[src/rtl/vseq_pkg.sv]
package vseq_pkg;

    localparam int DW    = 16;
    localparam int RAW   = 4;
    localparam int IAW   = 4;
    localparam int OPW   = 4;
    localparam int NREG  = 1 << RAW;
    localparam int NINST = 1 << IAW;
    localparam int IW    = 1 + OPW + 3 * RAW;

    typedef enum logic [OPW-1:0] {
        OP_ADD  = 4'd0,
        OP_SUB  = 4'd1,
        OP_AND  = 4'd2,
        OP_OR   = 4'd3,
        OP_XOR  = 4'd4,
        OP_MUL  = 4'd5,
        OP_PASS = 4'd6,
        OP_NOT  = 4'd7
    } op_e;

    typedef struct packed {
        logic           stop;
        logic [OPW-1:0] op;
        logic [RAW-1:0] src_p;
        logic [RAW-1:0] src_q;
        logic [RAW-1:0] dst;
    } ctl_word_t;

    function automatic logic [DW-1:0] alu_eval(input logic [OPW-1:0] op,
                                               input logic [DW-1:0]  p,
                                               input logic [DW-1:0]  q);
        logic [2*DW-1:0] prod;
        prod = p * q;
        case (op)
            OP_ADD:  alu_eval = p + q;
            OP_SUB:  alu_eval = p - q;
            OP_AND:  alu_eval = p & q;
            OP_OR:   alu_eval = p | q;
            OP_XOR:  alu_eval = p ^ q;
            OP_MUL:  alu_eval = prod[DW-1:0];
            OP_PASS: alu_eval = p;
            OP_NOT:  alu_eval = ~p;
            default: alu_eval = '0;
        endcase
    endfunction

endpackage

[src/rtl/vseq_imem.sv]
module vseq_imem #(
    parameter int AW = 4,
    parameter int WW = 17
) (
    input  logic          clk,
    input  logic          we,
    input  logic [AW-1:0] waddr,
    input  logic [WW-1:0] wdata,
    input  logic [AW-1:0] raddr,
    output logic [WW-1:0] rdata
);
    localparam int DEPTH = 1 << AW;

    logic [WW-1:0] store [DEPTH];

    always_ff @(posedge clk) begin
        if (we) store[waddr] <= wdata;
    end

    assign rdata = store[raddr];
endmodule

[src/rtl/vseq_rf.sv]
module vseq_rf #(
    parameter int AW = 4,
    parameter int DW = 16
) (
    input  logic          clk,
    input  logic          rst,
    input  logic          we,
    input  logic [AW-1:0] waddr,
    input  logic [DW-1:0] wdata,
    input  logic [AW-1:0] raddr_p,
    output logic [DW-1:0] rdata_p,
    input  logic [AW-1:0] raddr_q,
    output logic [DW-1:0] rdata_q
);
    localparam int DEPTH = 1 << AW;

    logic [DW-1:0] slot [DEPTH];

    always_ff @(posedge clk) begin
        if (we) slot[waddr] <= wdata;
    end

    assign rdata_p = slot[raddr_p];
    assign rdata_q = slot[raddr_q];


    wb_visible_chk: assert property (@(posedge clk) disable iff (rst)
        we |=> (raddr_p != $past(waddr) || rdata_p == $past(wdata)));
endmodule

[src/rtl/vseq_alu.sv]
module vseq_alu
    import vseq_pkg::*;
(
    input  logic [OPW-1:0] op,
    input  logic [DW-1:0]  p,
    input  logic [DW-1:0]  q,
    output logic [DW-1:0]  y
);
    always_comb y = alu_eval(op, p, q);
endmodule

[src/rtl/vseq_ctrl.sv]
module vseq_ctrl #(
    parameter int AW = 4
) (
    input  logic          clk,
    input  logic          rst,
    input  logic          start,
    input  logic          stop,
    output logic [AW-1:0] pc,
    output logic          running,
    output logic          done
);
    always_ff @(posedge clk) begin
        if (rst) begin
            pc      <= '0;
            running <= 1'b0;
            done    <= 1'b0;
        end else if (!running) begin
            if (start) begin
                pc      <= '0;
                running <= 1'b1;
                done    <= 1'b0;
            end
        end else if (stop) begin
            running <= 1'b0;
            done    <= 1'b1;
        end else begin
            pc <= pc + 1'b1;
        end
    end


    pc_step_chk: assert property (@(posedge clk) disable iff (rst)
        (running && !stop) |=> (pc == AW'($past(pc) + 1'b1)));


    done_after_stop_chk: assert property (@(posedge clk) disable iff (rst)
        $rose(done) |-> $past(running && stop));


    pc_frozen_chk: assert property (@(posedge clk) disable iff (rst)
        (!running && !start) |=> $stable(pc));


    done_idle_chk: assert property (@(posedge clk) disable iff (rst)
        done |-> !running);
endmodule

[src/rtl/vseq_core.sv]
module vseq_core
    import vseq_pkg::*;
(
    input  logic           clk,
    input  logic           rst,
    input  logic           start,
    output logic           done,
    input  logic           imem_ld_we,
    input  logic [IAW-1:0] imem_ld_addr,
    input  logic [IW-1:0]  imem_ld_word,
    input  logic           dmem_ld_we,
    input  logic [RAW-1:0] dmem_ld_addr,
    input  logic [DW-1:0]  dmem_ld_data,
    input  logic [RAW-1:0] res_addr,
    output logic [DW-1:0]  res_data
);
    logic [IAW-1:0] pc;
    logic           running;
    logic [IW-1:0]  raw_word;
    ctl_word_t      cw;
    logic [DW-1:0]  opnd_p, opnd_q, alu_y;
    logic [RAW-1:0] rd_p_addr;
    logic           rf_we;
    logic [RAW-1:0] rf_waddr;
    logic [DW-1:0]  rf_wdata;

    vseq_ctrl #(.AW(IAW)) u_ctrl (
        .clk(clk), .rst(rst), .start(start), .stop(cw.stop),
        .pc(pc), .running(running), .done(done)
    );

    vseq_imem #(.AW(IAW), .WW(IW)) u_imem (
        .clk(clk), .we(imem_ld_we && !running), .waddr(imem_ld_addr),
        .wdata(imem_ld_word), .raddr(pc), .rdata(raw_word)
    );

    assign cw = ctl_word_t'(raw_word);

    // Port P doubles as the result read port while idle.
    always_comb begin
        rd_p_addr = running ? cw.src_p : res_addr;
        if (running) begin
            rf_we    = 1'b1;
            rf_waddr = cw.dst;
            rf_wdata = alu_y;
        end else begin
            rf_we    = dmem_ld_we;
            rf_waddr = dmem_ld_addr;
            rf_wdata = dmem_ld_data;
        end
    end

    vseq_rf #(.AW(RAW), .DW(DW)) u_rf (
        .clk(clk), .rst(rst), .we(rf_we), .waddr(rf_waddr), .wdata(rf_wdata),
        .raddr_p(rd_p_addr), .rdata_p(opnd_p),
        .raddr_q(cw.src_q), .rdata_q(opnd_q)
    );

    vseq_alu u_alu (.op(cw.op), .p(opnd_p), .q(opnd_q), .y(alu_y));

    assign res_data = opnd_p;
endmodule

[config.mk]
export PLATFORM = sky130hd
export DESIGN_NAME = vseq_core
export DESIGN_NICKNAME = d
export VERILOG_FILES = /design/src/rtl/vseq_pkg.sv /design/src/rtl/vseq_imem.sv /design/src/rtl/vseq_rf.sv /design/src/rtl/vseq_alu.sv /design/src/rtl/vseq_ctrl.sv /design/src/rtl/vseq_core.sv
export SDC_FILE = /design/constraint.sdc
export NUM_CORES = 1
export LEC_CHECK = 0
export BUFFER_PORTS_ARGS = -buffer_cell sky130_fd_sc_hd__buf_2
export CORE_MARGIN = 2
export CORE_UTILIZATION = 45
export CTS_CLUSTER_SIZE = 14
export DETAILED_ROUTE_END_ITERATION = 7
export PLACE_DENSITY = 0.66
export SYNTH_ARGS = -nofsm -noshare
export SYNTH_HDL_FRONTEND = slang
export SYNTH_SLANG_ARGS = --single-unit
[constraint.sdc]
create_clock -name clk -period 9.5 [get_ports clk]
set_clock_uncertainty 0.05 [all_clocks]
set_input_delay 0.475 -clock clk [delete_from_list [all_inputs] [get_ports clk]]
set_output_delay 0.475 -clock clk [all_outputs]
set_load 0.01 [all_outputs]
==> impl_metrics.tcl <==
set metrics [dict create \
    status "completed" \
    root_buffer "clkbuf_16" \
    hp-class "in2reg" \
    pre_cts_ws_ps -56.0 \
    synth_nets 2434 \
    ys_warn_count 0 \
    dieWidth_um 260 \
    required_ps 9800 \
    drc 0 \
    leakage_nw 12.2 \
    cts_max_path_buffers 3 \
    rrSetupSlack_ps 340 \
    synth_top_area_share_pct 53.7 \
    cts.clk_slew.worst_paths_ps 70 \
    layout_setup_ws_ps 339 \
    multi_input_area_um2 12400 \
    drive_above_1_share_pct 20.7 \
    period_needed_ps 9160 \
    path_max_fanout 46 \
    first_global_vias 20200 \
    ys.flop_type "edfxtp_1" \
    final_net_count 2583 \
    grt_usage_pct 26.0 \
    async_reset_ff_share_pct 0 \
    stdcell_count 3252 \
    ir_drop_mv 0.344 \
    syn_area_per_cell_um2 13.4 \
    cts_sinks 538 \
    die_h_um 260 \
    rr_worst_depth 29 \
    p_total_mw 8.67 \
    numCtsBuffers 52 \
    drt_pass1_iterations 6 \
    syn_area_um2 29500 \
    synth_top_cell_by_area "edfxtp_1" \
    regArea_um2 16100 \
    hold_viol_final 0 \
    antenna_cells 0 \
    period_share_pct 96.4 \
    vias_per_cell 6.11 \
    overflow 0 \
    wire_per_inst_um 27.0 \
    powerDensity_nw_per_um2 258 \
    slowest_delay_ps 690 \
    io_pins 67 \
    cp_data_arrival_time_ps 9470 \
    ys_types 79 \
    die_area_um2 67700 \
    slew-limit-headroom_pct 13.0 \
    start_util_pct 45.7 \
    r2r-end "u_rf.slot[1][15]" \
    cp-endpoint "u_rf.slot[1][15]" \
    worst_setup_path_end_kind "flip-flop" \
    place.gp.congestion 0.951 \
    grt_pass1_wl_mm 129 \
    cp_slowest_cell "mux4_4" \
    insertion_delay_ps 630 \
    synth_area_leaders "edfxtp_1 (54%), mux4_2 (9.8%), fa_1 (5.5%), ha_1 (4.1%), nand2_1 (3.3%)" \
    fmax_ghz 0.109 \
    dp.cells 3152 \
    maxCapViolCount 0 \
    grt_setup_unrepaired "false" \
    crit_top_cell "fa_1" \
    drt_wl_total_mm 87.7 \
    cp-start-kind "flip-flop" \
    io_buffer_count 66 \
    drtIter0Drc 2523 \
    place_hpwl_mm 59.0 \
    antenna_found_initial 3 \
    fillers 5395 \
    grt_max_degree 58 \
    vias 19900 \
    row_count 93 \
    setup_viol 0 \
    setup_tns_ps 0 \
    tritoncts "built" \
    cts_hold_buf 0 \
    synth_edf_count 528 \
    core-area_um2 64700 \
    synthCells 2207 \
    htreeDepth 2 \
    yosys_register_bits 538 \
    ant_nets 0 \
    synth.yosys.seq_area_share_pct 54.4 \
    syn_to_final_growth_pct 13.5 \
    worstMarginPinSlew_ps 1300 \
    critPathKind "reg2reg" \
    maxSlewViolCount 0 \
]
area by class of cell:
cell class,count,share of cell area (%)
clock buffers,64,4.07
clock inverters,31,1.10
inverters,195,2.19
multi-input cells,1359,36.9
flip-flops and latches,538,47.9
well taps,855,3.19
repair buffers,210,4.63
registers in the layout, indices dropped and copies added, names as in the netlist, named ones only:
| register | cells |
|---|---|
| u_ctrl.running | 1 |
| u_ctrl.pc | 4 |
| u_imem.store | 272 |
| u_rf.slot | 256 |
| u_ctrl.done | 1 |
cells in the final DEF (no fill, tap or decap), types with 9 or more instances in the layout:
| cell type | synthesis | layout |
|---|---|---|
| clkinv_2 | 0 | 12 |
| a31oi_1 | 12 | 12 |
| fa_1 | 81 | 81 |
| xnor2_1 | 56 | 56 |
| mux2_2 | 13 | 13 |
| inv_1 | 182 | 181 |
| clkbuf_16 | 0 | 52 |
| buf_4 | 15 | 132 |
| xor2_1 | 15 | 15 |
| edfxtp_1 | 528 | 528 |
| a21o_1 | 9 | 9 |
| a221oi_1 | 13 | 13 |
| mux2i_1 | 88 | 88 |
| o211ai_1 | 13 | 13 |
| nand2_1 | 258 | 256 |
| nor2_1 | 155 | 124 |
| and3_1 | 13 | 13 |
| clkinv_1 | 6 | 12 |
| buf_2 | 25 | 66 |
| nor2b_1 | 14 | 13 |
| buf_12 | 0 | 10 |
| a21oi_1 | 54 | 54 |
| o21ai_0 | 63 | 61 |
| a22oi_1 | 22 | 22 |
| nor2_2 | 0 | 15 |
| a32oi_1 | 33 | 33 |
| a311oi_1 | 14 | 14 |
| clkbuf_1 | 54 | 10 |
| nand3_1 | 56 | 56 |
| ha_1 | 96 | 96 |
| nor2_4 | 0 | 16 |
| mux4_2 | 129 | 128 |
worst min-delay path by stage:
stage,slack [ps],endpoint,cells past startpoint,from
2_1_floorplan,450,u_ctrl.done,2,u_ctrl.done
3_3_place_gp,430,u_ctrl.done,2,u_ctrl.done
3_5_place_dp,440,u_ctrl.done,2,u_ctrl.done
4_1_cts,40,u_ctrl.done,2,rst
5_1_grt,50,u_ctrl.done,2,rst
6_report,60,u_ctrl.done,2,rst
repair_timing:
action	4_1_cts	5_1_grt
hold endpoints to repair	0	0
pin swaps	0	2
resized for setup	1	21
buffers inserted	0	5
endpoints found under the setup margin	32	80
cell families (layout without fill, tap and decap cells):
| group | after synthesis | after routing | synth area share, % |
|---|---|---|---|
| AO/OA/AOI/OAI | 327 | 327 | 7.90 |
| XOR/XNOR | 74 | 74 | 2.33 |
| adder cells (fa/ha/maj) | 178 | 178 | 9.59 |
| buffers and inverters | 310 | 500 | 4.46 |
| flip-flops | 538 | 538 | 54.4 |
| multiplexers | 232 | 232 | 13.4 |
| AND/OR/NAND/NOR | 548 | 548 | 7.92 |
power breakdown:
part	internal [mW]	total [mW]	leakage (nW)	switching [mW]
sequential	2.70	2.71	4.86	0.0177
combinational	1.67	3.84	6.45	2.17
clock	1.22	2.11	0.843	0.895
synthesized netlist by cell type, types with 12 or more instances:
| cell | count |
|---|---|
| ha_1 | 96 |
| buf_2 | 25 |
| a31oi_1 | 12 |
| nor2_1 | 155 |
| o21ai_0 | 63 |
| mux2_2 | 13 |
| clkbuf_1 | 54 |
| a32oi_1 | 33 |
| nand3_1 | 56 |
| a221oi_1 | 13 |
| mux2i_1 | 88 |
| edfxtp_1 | 528 |
| buf_4 | 15 |
| a311oi_1 | 14 |
| fa_1 | 81 |
| a21oi_1 | 54 |
| and3_1 | 13 |
| a22oi_1 | 22 |
| buf_1 | 12 |
| o211ai_1 | 13 |
| mux4_2 | 129 |
| nor2b_1 | 14 |
| inv_1 | 182 |
| xnor2_1 | 56 |
| nand2_1 | 258 |
| xor2_1 | 15 |
critical path: cells and delay by family (launching register included):
kind                       cells  cell delay (ps)
AOI/OAI and AO/OA              9             1980
muxes                          3             1710
DFF                            1              430
buffers and inverters          7              770
xor gates and xnor gates       2              570
adders and majority gates      8             3290
per-layer routing:
| metal | part of all wire (%) | vias to the layer above | global-route usage (%) |
|---|---|---|---|
| li1 | - | 8539 | - |
| met1 | 40 | 10000 | 35.6 |
| met2 | 47 | 1084 | 41.8 |
| met3 | 9.0 | 205 | 5.00 |
| met4 | 3.7 | 6 | 8.95 |
| met5 | 0.042 | - | 0 |
through the flow:
step / instance area [um^2] / utilization, % / hold slack, ps
3_5_place_dp: 31700 / 49.0 / 441
2_1_floorplan: 29500 / - / 446
3_3_place_gp: 31700 / 49.0 / 429
6_report: 33500 / 51.8 / 56.3
5_1_grt: 33500 / 51.8 / 48.4
4_1_cts: 33400 / 51.7 / 38.4
Power figures use the tool's default switching activity.
